==> src/rtl/smbh_pkg.sv <==
package smbh_pkg;

   typedef logic [7:0] byte_t;

   // register offsets (software-visible map)
   localparam int unsigned OFS_STATUS = 0;
   localparam int unsigned OFS_CTRL   = 2;
   localparam int unsigned OFS_CMD    = 3;
   localparam int unsigned OFS_SADDR  = 4;
   localparam int unsigned OFS_DATA0  = 5;
   localparam int unsigned OFS_DATA1  = 6;
   localparam int unsigned OFS_BLOCK  = 7;
   localparam int unsigned OFS_AUX    = 13;
   localparam int unsigned OFS_TOP    = OFS_AUX;

   // plain byte registers, index into the storage vector
   localparam int unsigned N_PLAIN  = 5;
   localparam int unsigned PL_CMD   = 0;
   localparam int unsigned PL_SADDR = 1;
   localparam int unsigned PL_DATA0 = 2;
   localparam int unsigned PL_DATA1 = 3;
   localparam int unsigned PL_BLOCK = 4;

   // status bit positions
   localparam int unsigned ST_BUSY   = 0;
   localparam int unsigned ST_DONE   = 1;
   localparam int unsigned ST_DEVERR = 2;
   localparam int unsigned ST_FAILED = 4;

   // control bit positions
   localparam int unsigned CT_IE    = 0;
   localparam int unsigned CT_KILL  = 1;
   localparam int unsigned CT_LAST  = 5;
   localparam int unsigned CT_START = 6;
   localparam int unsigned CT_PEC   = 7;

   // status bits software writes cannot clear
   localparam byte_t ST_SW_LOCKED  = 8'h01;
   // status bits where a clear request beats a set request
   localparam byte_t ST_CLEAR_WINS = 8'h01;

   function automatic int unsigned plain_offset(input int unsigned idx);
      case (idx)
         PL_CMD:   return OFS_CMD;
         PL_SADDR: return OFS_SADDR;
         PL_DATA0: return OFS_DATA0;
         PL_DATA1: return OFS_DATA1;
         default:  return OFS_BLOCK;
      endcase
   endfunction

endpackage

==> src/rtl/smbh_decode.sv <==
module smbh_decode
   import smbh_pkg::*;
#(
   parameter int unsigned ADDR_W = 6
) (
   input  logic [ADDR_W-1:0]  addr,
   input  logic               wr,
   input  logic               rd,
   output logic               hit_status,
   output logic               hit_ctrl,
   output logic               hit_aux,
   output logic [N_PLAIN-1:0] hit_plain,
   output logic               wr_status,
   output logic               wr_ctrl,
   output logic               wr_aux,
   output logic [N_PLAIN-1:0] wr_plain,
   output logic               rd_status
);

   assign hit_status = (addr == ADDR_W'(OFS_STATUS));
   assign hit_ctrl   = (addr == ADDR_W'(OFS_CTRL));
   assign hit_aux    = (addr == ADDR_W'(OFS_AUX));

   for (genvar g = 0; g < N_PLAIN; g++) begin : g_plain
      assign hit_plain[g] = (addr == ADDR_W'(plain_offset(g)));
      assign wr_plain[g]  = wr & hit_plain[g];
   end

   assign wr_status = wr & hit_status;
   assign wr_ctrl   = wr & hit_ctrl;
   assign wr_aux    = wr & hit_aux;
   assign rd_status = rd & hit_status;

endmodule

==> src/rtl/smbh_cfgregs.sv <==
module smbh_cfgregs
   import smbh_pkg::*;
#(
   parameter bit FORCE_BLOCK_MODE = 1'b0
) (
   input  logic                    clk,
   input  logic                    rst_n,
   input  byte_t                   wdata,
   input  logic                    wr_ctrl,
   input  logic                    wr_aux,
   input  logic [N_PLAIN-1:0]      wr_plain,
   output logic [N_PLAIN-1:0][7:0] plain_q,
   output logic [4:0]              ctrl_low_q,
   output logic                    ctrl_last_q,
   output logic                    ctrl_pec_q,
   output logic [1:0]              aux_q
);

   // plain byte registers
   for (genvar g = 0; g < N_PLAIN; g++) begin : g_byte
      always_ff @(posedge clk) begin
         if (!rst_n)
            plain_q[g] <= '0;
         else if (wr_plain[g])
            plain_q[g] <= wdata;
      end
   end

   // control: start bit is never kept
   always_ff @(posedge clk) begin
      if (!rst_n) begin
         ctrl_low_q  <= '0;
         ctrl_last_q <= 1'b0;
         ctrl_pec_q  <= 1'b0;
      end else if (wr_ctrl) begin
         ctrl_low_q  <= wdata[4:0];
         ctrl_last_q <= wdata[CT_LAST];
         ctrl_pec_q  <= wdata[CT_PEC];
      end
   end

   // auxiliary control: reset value picked by tie-off
   if (FORCE_BLOCK_MODE) begin : g_aux_forced
      always_ff @(posedge clk) begin
         if (!rst_n)
            aux_q <= 2'b10;
         else if (wr_aux)
            aux_q <= wdata[1:0];
      end
   end else begin : g_aux_plain
      always_ff @(posedge clk) begin
         if (!rst_n)
            aux_q <= 2'b00;
         else if (wr_aux)
            aux_q <= wdata[1:0];
      end
   end

endmodule

==> src/rtl/smbh_launch.sv <==
module smbh_launch (
   input  logic clk,
   input  logic rst_n,
   input  logic wr_ctrl,
   input  logic wd_start,
   input  logic wd_ie,
   input  logic wd_kill,
   input  logic rd_status,
   output logic eng_start,
   output logic eng_kill,
   output logic sw_busy_set,
   output logic sw_busy_clr,
   output logic sw_fail_set
);

   logic pending_q;
   logic go_now, go_later, go_deferred, kill_now;

   assign go_now      = wr_ctrl & wd_start & wd_ie;
   assign go_later    = wr_ctrl & wd_start & ~wd_ie;
   assign go_deferred = rd_status & pending_q;
   assign kill_now    = wr_ctrl & wd_kill;

   always_ff @(posedge clk) begin
      if (!rst_n) begin
         pending_q <= 1'b0;
         eng_start <= 1'b0;
         eng_kill  <= 1'b0;
      end else begin
         pending_q <= go_later | (pending_q & ~go_deferred & ~go_now);
         eng_start <= go_now | go_deferred;
         eng_kill  <= kill_now;
      end
   end

   // deferred arm raises busy; kill and deferred release lower it
   assign sw_busy_set = go_later;
   assign sw_busy_clr = kill_now | go_deferred;
   assign sw_fail_set = kill_now;

   // deferred start arms and holds back the pulse
   p_defer_holds_r7: assert property (@(posedge clk) disable iff (!rst_n)
      (wr_ctrl && wd_start && !wd_ie) |=> (pending_q && !eng_start));

   // a status read releases an armed start
   p_deferred_fires_r7: assert property (@(posedge clk) disable iff (!rst_n)
      (rd_status && pending_q && !wr_ctrl) |=> eng_start);

   // every start pulse has a cause one cycle earlier
   p_start_cause_r6: assert property (@(posedge clk) disable iff (!rst_n)
      eng_start |-> $past((wr_ctrl && wd_start && wd_ie) || (rd_status && pending_q)));

   // kill pulse only follows a kill write
   p_kill_cause_r5: assert property (@(posedge clk) disable iff (!rst_n)
      eng_kill |-> $past(wr_ctrl && wd_kill));

endmodule

==> src/rtl/smbh_status.sv <==
module smbh_status
   import smbh_pkg::*;
(
   input  logic  clk,
   input  logic  rst_n,
   input  logic  wr_status,
   input  byte_t wdata,
   input  logic  sw_busy_set,
   input  logic  sw_busy_clr,
   input  logic  sw_fail_set,
   input  logic  eng_busy_set,
   input  logic  eng_done_set,
   input  logic  eng_err_set,
   output byte_t stat_q
);

   byte_t set_v, clr_v, nxt;

   always_comb begin
      set_v            = '0;
      set_v[ST_BUSY]   = sw_busy_set | eng_busy_set;
      set_v[ST_DONE]   = eng_done_set;
      set_v[ST_DEVERR] = eng_err_set;
      set_v[ST_FAILED] = sw_fail_set;
      clr_v            = wr_status ? (wdata & ~ST_SW_LOCKED) : '0;
      clr_v[ST_BUSY]   = clr_v[ST_BUSY] | sw_busy_clr | eng_done_set;
   end

   for (genvar g = 0; g < 8; g++) begin : g_bit
      if (ST_CLEAR_WINS[g]) begin : g_clr_wins
         assign nxt[g] = (stat_q[g] | set_v[g]) & ~clr_v[g];
      end else begin : g_set_wins
         assign nxt[g] = (stat_q[g] & ~clr_v[g]) | set_v[g];
      end
   end

   always_ff @(posedge clk) begin
      if (!rst_n)
         stat_q <= '0;
      else
         stat_q <= nxt;
   end

   // software cannot drop busy
   p_busy_sticky_r3: assert property (@(posedge clk) disable iff (!rst_n)
      (wr_status && stat_q[ST_BUSY] && !sw_busy_clr && !eng_done_set) |=> stat_q[ST_BUSY]);

   // write-one clears device error when the engine is quiet
   p_w1c_r2: assert property (@(posedge clk) disable iff (!rst_n)
      (wr_status && wdata[ST_DEVERR] && !eng_err_set) |=> !stat_q[ST_DEVERR]);

   // engine set beats a simultaneous clear
   p_set_wins_r11: assert property (@(posedge clk) disable iff (!rst_n)
      eng_err_set |=> stat_q[ST_DEVERR]);

   // kill leaves failed set and busy clear
   p_fail_r5: assert property (@(posedge clk) disable iff (!rst_n)
      sw_fail_set |=> (stat_q[ST_FAILED] && !stat_q[ST_BUSY]));

endmodule

==> src/rtl/smbh_host_regs.sv <==
module smbh_host_regs
   import smbh_pkg::*;
#(
   parameter int unsigned ADDR_W           = 6,
   parameter bit          FORCE_BLOCK_MODE = 1'b0
) (
   input  logic              clk,
   input  logic              rst_n,
   input  logic [ADDR_W-1:0] reg_addr,
   input  logic [7:0]        reg_wdata,
   input  logic              reg_wr,
   input  logic              reg_rd,
   output logic [7:0]        reg_rdata,
   output logic              irq,
   output logic              eng_start,
   output logic              eng_kill,
   output logic [2:0]        eng_proto,
   output logic              eng_last_byte,
   output logic              eng_pec_en,
   output logic [7:0]        eng_cmd,
   output logic [7:0]        eng_slave_addr,
   output logic [7:0]        eng_data0,
   output logic [7:0]        eng_data1,
   output logic [7:0]        eng_block_data,
   output logic              eng_aux_pec,
   output logic              eng_block_mode,
   input  logic              eng_busy_set,
   input  logic              eng_done_set,
   input  logic              eng_err_set
);

   localparam int unsigned MIN_ADDR_W = $clog2(OFS_TOP + 1);

   if (ADDR_W < MIN_ADDR_W) begin : g_bad_addr_w
      $error("smbh_host_regs: ADDR_W too narrow for the register map");
   end

   logic               hit_status, hit_ctrl, hit_aux, hit_any;
   logic [N_PLAIN-1:0] hit_plain, wr_plain;
   logic               wr_status, wr_ctrl, wr_aux, rd_status;
   logic [N_PLAIN-1:0][7:0] plain_q;
   logic [4:0]         ctrl_low_q;
   logic               ctrl_last_q, ctrl_pec_q;
   logic [1:0]         aux_q;
   logic               sw_busy_set, sw_busy_clr, sw_fail_set;
   byte_t              stat_q, rd_mux;

   smbh_decode #(.ADDR_W(ADDR_W)) u_decode (
      .addr      (reg_addr),
      .wr        (reg_wr),
      .rd        (reg_rd),
      .hit_status(hit_status),
      .hit_ctrl  (hit_ctrl),
      .hit_aux   (hit_aux),
      .hit_plain (hit_plain),
      .wr_status (wr_status),
      .wr_ctrl   (wr_ctrl),
      .wr_aux    (wr_aux),
      .wr_plain  (wr_plain),
      .rd_status (rd_status)
   );

   smbh_cfgregs #(.FORCE_BLOCK_MODE(FORCE_BLOCK_MODE)) u_cfg (
      .clk        (clk),
      .rst_n      (rst_n),
      .wdata      (reg_wdata),
      .wr_ctrl    (wr_ctrl),
      .wr_aux     (wr_aux),
      .wr_plain   (wr_plain),
      .plain_q    (plain_q),
      .ctrl_low_q (ctrl_low_q),
      .ctrl_last_q(ctrl_last_q),
      .ctrl_pec_q (ctrl_pec_q),
      .aux_q      (aux_q)
   );

   smbh_launch u_launch (
      .clk        (clk),
      .rst_n      (rst_n),
      .wr_ctrl    (wr_ctrl),
      .wd_start   (reg_wdata[CT_START]),
      .wd_ie      (reg_wdata[CT_IE]),
      .wd_kill    (reg_wdata[CT_KILL]),
      .rd_status  (rd_status),
      .eng_start  (eng_start),
      .eng_kill   (eng_kill),
      .sw_busy_set(sw_busy_set),
      .sw_busy_clr(sw_busy_clr),
      .sw_fail_set(sw_fail_set)
   );

   smbh_status u_status (
      .clk         (clk),
      .rst_n       (rst_n),
      .wr_status   (wr_status),
      .wdata       (reg_wdata),
      .sw_busy_set (sw_busy_set),
      .sw_busy_clr (sw_busy_clr),
      .sw_fail_set (sw_fail_set),
      .eng_busy_set(eng_busy_set),
      .eng_done_set(eng_done_set),
      .eng_err_set (eng_err_set),
      .stat_q      (stat_q)
   );

   // read path
   assign hit_any = hit_status | hit_ctrl | hit_aux | (|hit_plain);

   always_comb begin
      rd_mux = '0;
      if (hit_status) rd_mux = stat_q;
      if (hit_ctrl)   rd_mux = {3'b000, ctrl_low_q};
      if (hit_aux)    rd_mux = {6'b000000, aux_q};
      for (int i = 0; i < N_PLAIN; i++) begin
         if (hit_plain[i]) rd_mux = plain_q[i];
      end
   end

   assign reg_rdata = reg_rd ? rd_mux : '0;

   // interrupt: any non-busy status bit with enable
   assign irq = ctrl_low_q[CT_IE] & (|(stat_q & ~byte_t'(1 << ST_BUSY)));

   // engine view
   assign eng_proto      = ctrl_low_q[4:2];
   assign eng_last_byte  = ctrl_last_q;
   assign eng_pec_en     = ctrl_pec_q;
   assign eng_cmd        = plain_q[PL_CMD];
   assign eng_slave_addr = plain_q[PL_SADDR];
   assign eng_data0      = plain_q[PL_DATA0];
   assign eng_data1      = plain_q[PL_DATA1];
   assign eng_block_data = plain_q[PL_BLOCK];
   assign eng_aux_pec    = aux_q[0];
   assign eng_block_mode = aux_q[1];

   // a done request under enable raises the interrupt
   p_irq_done_r8: assert property (@(posedge clk) disable iff (!rst_n)
      (eng_done_set && ctrl_low_q[CT_IE] && !wr_ctrl) |=> irq);

   // control readback never shows bits 7:5
   p_ctrl_read_r4: assert property (@(posedge clk) disable iff (!rst_n)
      (reg_rd && hit_ctrl) |-> (reg_rdata[7:5] == 3'b000));

   // unmapped offsets read as zero
   p_unmapped_zero_r1: assert property (@(posedge clk) disable iff (!rst_n)
      (reg_rd && !hit_any) |-> (reg_rdata == 8'h00));

endmodule

==> config.mk <==
export PLATFORM = sky130hd
export DESIGN_NAME = smbh_host_regs
export DESIGN_NICKNAME = d
export VERILOG_FILES = /design/src/rtl/smbh_pkg.sv /design/src/rtl/smbh_decode.sv /design/src/rtl/smbh_cfgregs.sv /design/src/rtl/smbh_launch.sv /design/src/rtl/smbh_status.sv /design/src/rtl/smbh_host_regs.sv
export SDC_FILE = /design/constraint.sdc
export NUM_CORES = 1
export LEC_CHECK = 0
export ABC_AREA = 1
export BUFFER_PORTS_ARGS = -buffer_cell sky130_fd_sc_hd__buf_2
export CAP_MARGIN = 15
export CORE_MARGIN = 1
export CORE_UTILIZATION = 50
export DETAILED_ROUTE_END_ITERATION = 8
export GPL_ROUTABILITY_DRIVEN = 1
export PLACE_DENSITY = 0.77
export SLEW_MARGIN = 0
export SYNTH_ARGS = -nofsm -noshare
export SYNTH_HDL_FRONTEND = slang
export SYNTH_SLANG_ARGS = --single-unit
==> constraint.sdc <==
create_clock -name clk -period 3.4 [get_ports clk]
set_input_delay 0.68 -clock clk [delete_from_list [all_inputs] [get_ports clk]]
set_output_delay 0.68 -clock clk [all_outputs]
set_load 0.01 [all_outputs]
==> run_results.csv <==
group,metric,value,unit
synth,synth-seq-cells,60,
place,routabilityCongestion,0.871,
timing,finalHoldViolCount,0,
layout,final_area,3350,µm²
layout,nFillCells,484,
synth,ys_seq_area_frac,0.432,
synth,ys_top_cells_by_area,"dfxtp_1 43%, a21oi_1 13%, nand2_1 6.5%",
synth,async_flop_share,0,
route,wl_met1,3640,µm
pwr,power.leakage,1.58,nW
setup_path,cp_common_cell,"buf_2",
timing,max_slew.worst_pin.slew,679,ps
setup_path,start_kind,"input pin",
synth,post-synth-top-area-cell,"dfxtp_1",
timing,fmax,352,MHz
grt,antenna_found_initial,0,
clocking,post_cts_buffers,0,
place,post-place-ws,570,ps
route,wire_per_inst,15.7,µm
setup_path,critPathRequiredTime,2720,ps
grt,grt_pass1_vias,2557,
setup_path,cp_data_arrival_time,2160,ps
timing,setup_viol,0,
timing,rsz0062_at_grt,"false",
grt,grt_pass1_wl,13000,µm
route,wl_met3,717,µm
route,routed-via-count,2874,
floorplan,die_area,5870,µm²
synth,syn_inst,368,
synth,postSynthAreaPerCell,7.56,µm²
clocking,clk_pin_slew_worst_paths,60,ps
floorplan,coreArea,5240,µm²
route,antenna_left,0,
synth,syn_area,2780,µm²
clocking,clock_latency,340,ps
timing,slew_viol_final,0,
setup_path,worstSetupPathType,"input pin to output port",
synth,synth.top_cell.area_share,0.432,
run,maxCapViolations,0,
clocking,cts_resized,0,
route,wl_met2,3560,µm
floorplan,fp.dieW,76.6,µm
grt,grt.total_usage,0.289,
timing,timing.final.crit_period,2840,ps
timing,clock_skew,0.527,ps
floorplan,die_y,76.6,µm
synth,synthDistinctLibCells,31,
timing,tns,0,ps
pwr,ir_drop,0.000236,V
floorplan,initial_core_util,0.531,
clocking,clock_sinks,60,
layout,area.growth.synth_to_final,20.6,%
layout,drive_gt1_frac,0.281,
route,drtPass1Iterations,5,
route,drt_iter0_drc,263,
synth,synth_edf_count,0,
pwr,power_density,436,nW/µm²
place,portBuffers,78,
timing,slew_headroom,0.547,
synth,ys.flop_type,"dfxtp_1",
layout,num_antenna_cells,0,
route,wirelength,8100,µm
synth,synth_nets,389,
min_path,hold_path.class,"register to register",
grt,grt_max_degree,23,
grt,grt_overflow,0,
clocking,cts_buffers,9,
clocking,cts_tree,"done",
setup_path,crit_fanout,16,
floorplan,pin_count,79,
route,via_per_inst,5.58,
synth,synth.most_common_cell,"a21oi_1",
setup_path,crit_slowest_cell,"nor2_4",
clocking,clockBufferDepth,2,
synth,synth_common_cells,"71 x a21oi_1, 60 x dfxtp_1, 48 x nand2_1, 32 x o21ai_0, 27 x nor2_1",
synth,yosys_warnings,0,
clocking,clock-root-buffer,"clkbuf_8",
setup_path,cpPeakStageDelay,360,ps
clocking,htree_levels,3,
route,dr.max_layer_used,"met4",
outcome,outcome,"finished, final reports clean",
setup_path,end_kind,"output port",
clocking,cts_hold_buf,0,
route,remaining_drc_errors,0,
timing,final.period_utilization,0.835,
place,dp.final_hpwl,5610,µm
timing,layout_setup_ws,560,ps
setup_path,crit_chain,"buf_2 -> nor2_8 -> nand3_1 -> nor2_4 -> inv_2 -> o21ai_0 -> a31oi_1 -> buf_2",
place,place_area,3160,µm²
floorplan,rows,26,
layout,final_nets,461,
flip-flops by register name (all words and copies together) (netlist names):
signal and flops:
u_cfg.aux_q 2, u_launch.eng_start 1, u_launch.eng_kill 1, u_status.stat_q 8, u_cfg.ctrl_low_q 5, u_cfg.ctrl_last_q 1
u_cfg.ctrl_pec_q 1, u_cfg.plain_q 40, u_launch.pending_q 1
final cells by class:
cell class / count / area, µm² / share of cell area
inverter: 35 / 144 / 0.0429
timing repair buffer: 79 / 398 / 0.119
multi-input combinational: 255 / 1330 / 0.396
clock inverter: 1 / 30.0 / 0.00896
clock buffer: 15 / 166 / 0.0496
tap: 70 / 87.6 / 0.0261
sequential: 60 / 1200 / 0.358
layout by cell type (no fill, tap or decap), types with 3 or more instances in the layout:
cell      count
o21ai_1      22
inv_1        24
clkbuf_8     11
dfxtp_1      60
buf_2        78
inv_2         8
o21ai_0      32
nand3_1      23
clkbuf_1      4
nor2_4        7
a21oi_1      71
nand2_1      48
nor2_8        3
nor2_1       27
power by group:
part            total, W  switching, W  leakage [nW]  internal (W)
sequential      0.000714    0.00000464         0.484      0.000709
combinational  0.0000995     0.0000714         0.993     0.0000281
clock           0.000650      0.000270        0.0979      0.000380
total            0.00146      0.000346          1.58       0.00112
critical path, delay by kind of cell:
| kind | cells | cell delay, ps |
|---|---|---|
| compound gates | 2 | 310 |
| buf+inv | 3 | 450 |
| simple gates | 3 | 720 |
cell families after synthesis:
family / after synthesis / synth area share
compound gates: 130 / 0.239
buf+inv: 53 / 0.0913
simple gates: 125 / 0.238
flops: 60 / 0.432
stage by stage:
stage | hold slack, ps | util | total power, W | instances
floorplan | 441 | - | 0.000786 | 368
global placement | 453 | 0.603 | 0.000825 | 499
detailed placement | 461 | 0.603 | 0.000826 | 499
CTS | 470 | 0.640 | 0.00146 | 515
global route | 511 | 0.640 | 0.00151 | 515
finish | 473 | 0.640 | 0.00146 | 515
routing by layer:
metal	vias up	global-route usage
li1	1381	-
met1	1336	0.392
met2	139	0.430
met3	18	0.0778
met4	0	0.119
met5	-	0
final timing paths:
path / startpoint / end / slack [ps] / cells after the start
worst max-delay path: reg_addr[5] / reg_rdata[7] / 560 / 8
worst min-delay path: u_status.stat_q[3] / u_status.stat_q[3] / 470 / 2
worst max register to register: u_launch.pending_q / u_status.stat_q[0] / 2640 / 3
worst min register to register: u_status.stat_q[3] / u_status.stat_q[3] / 470 / 2
No activity file was read; power rests on OpenSTA's default activity.
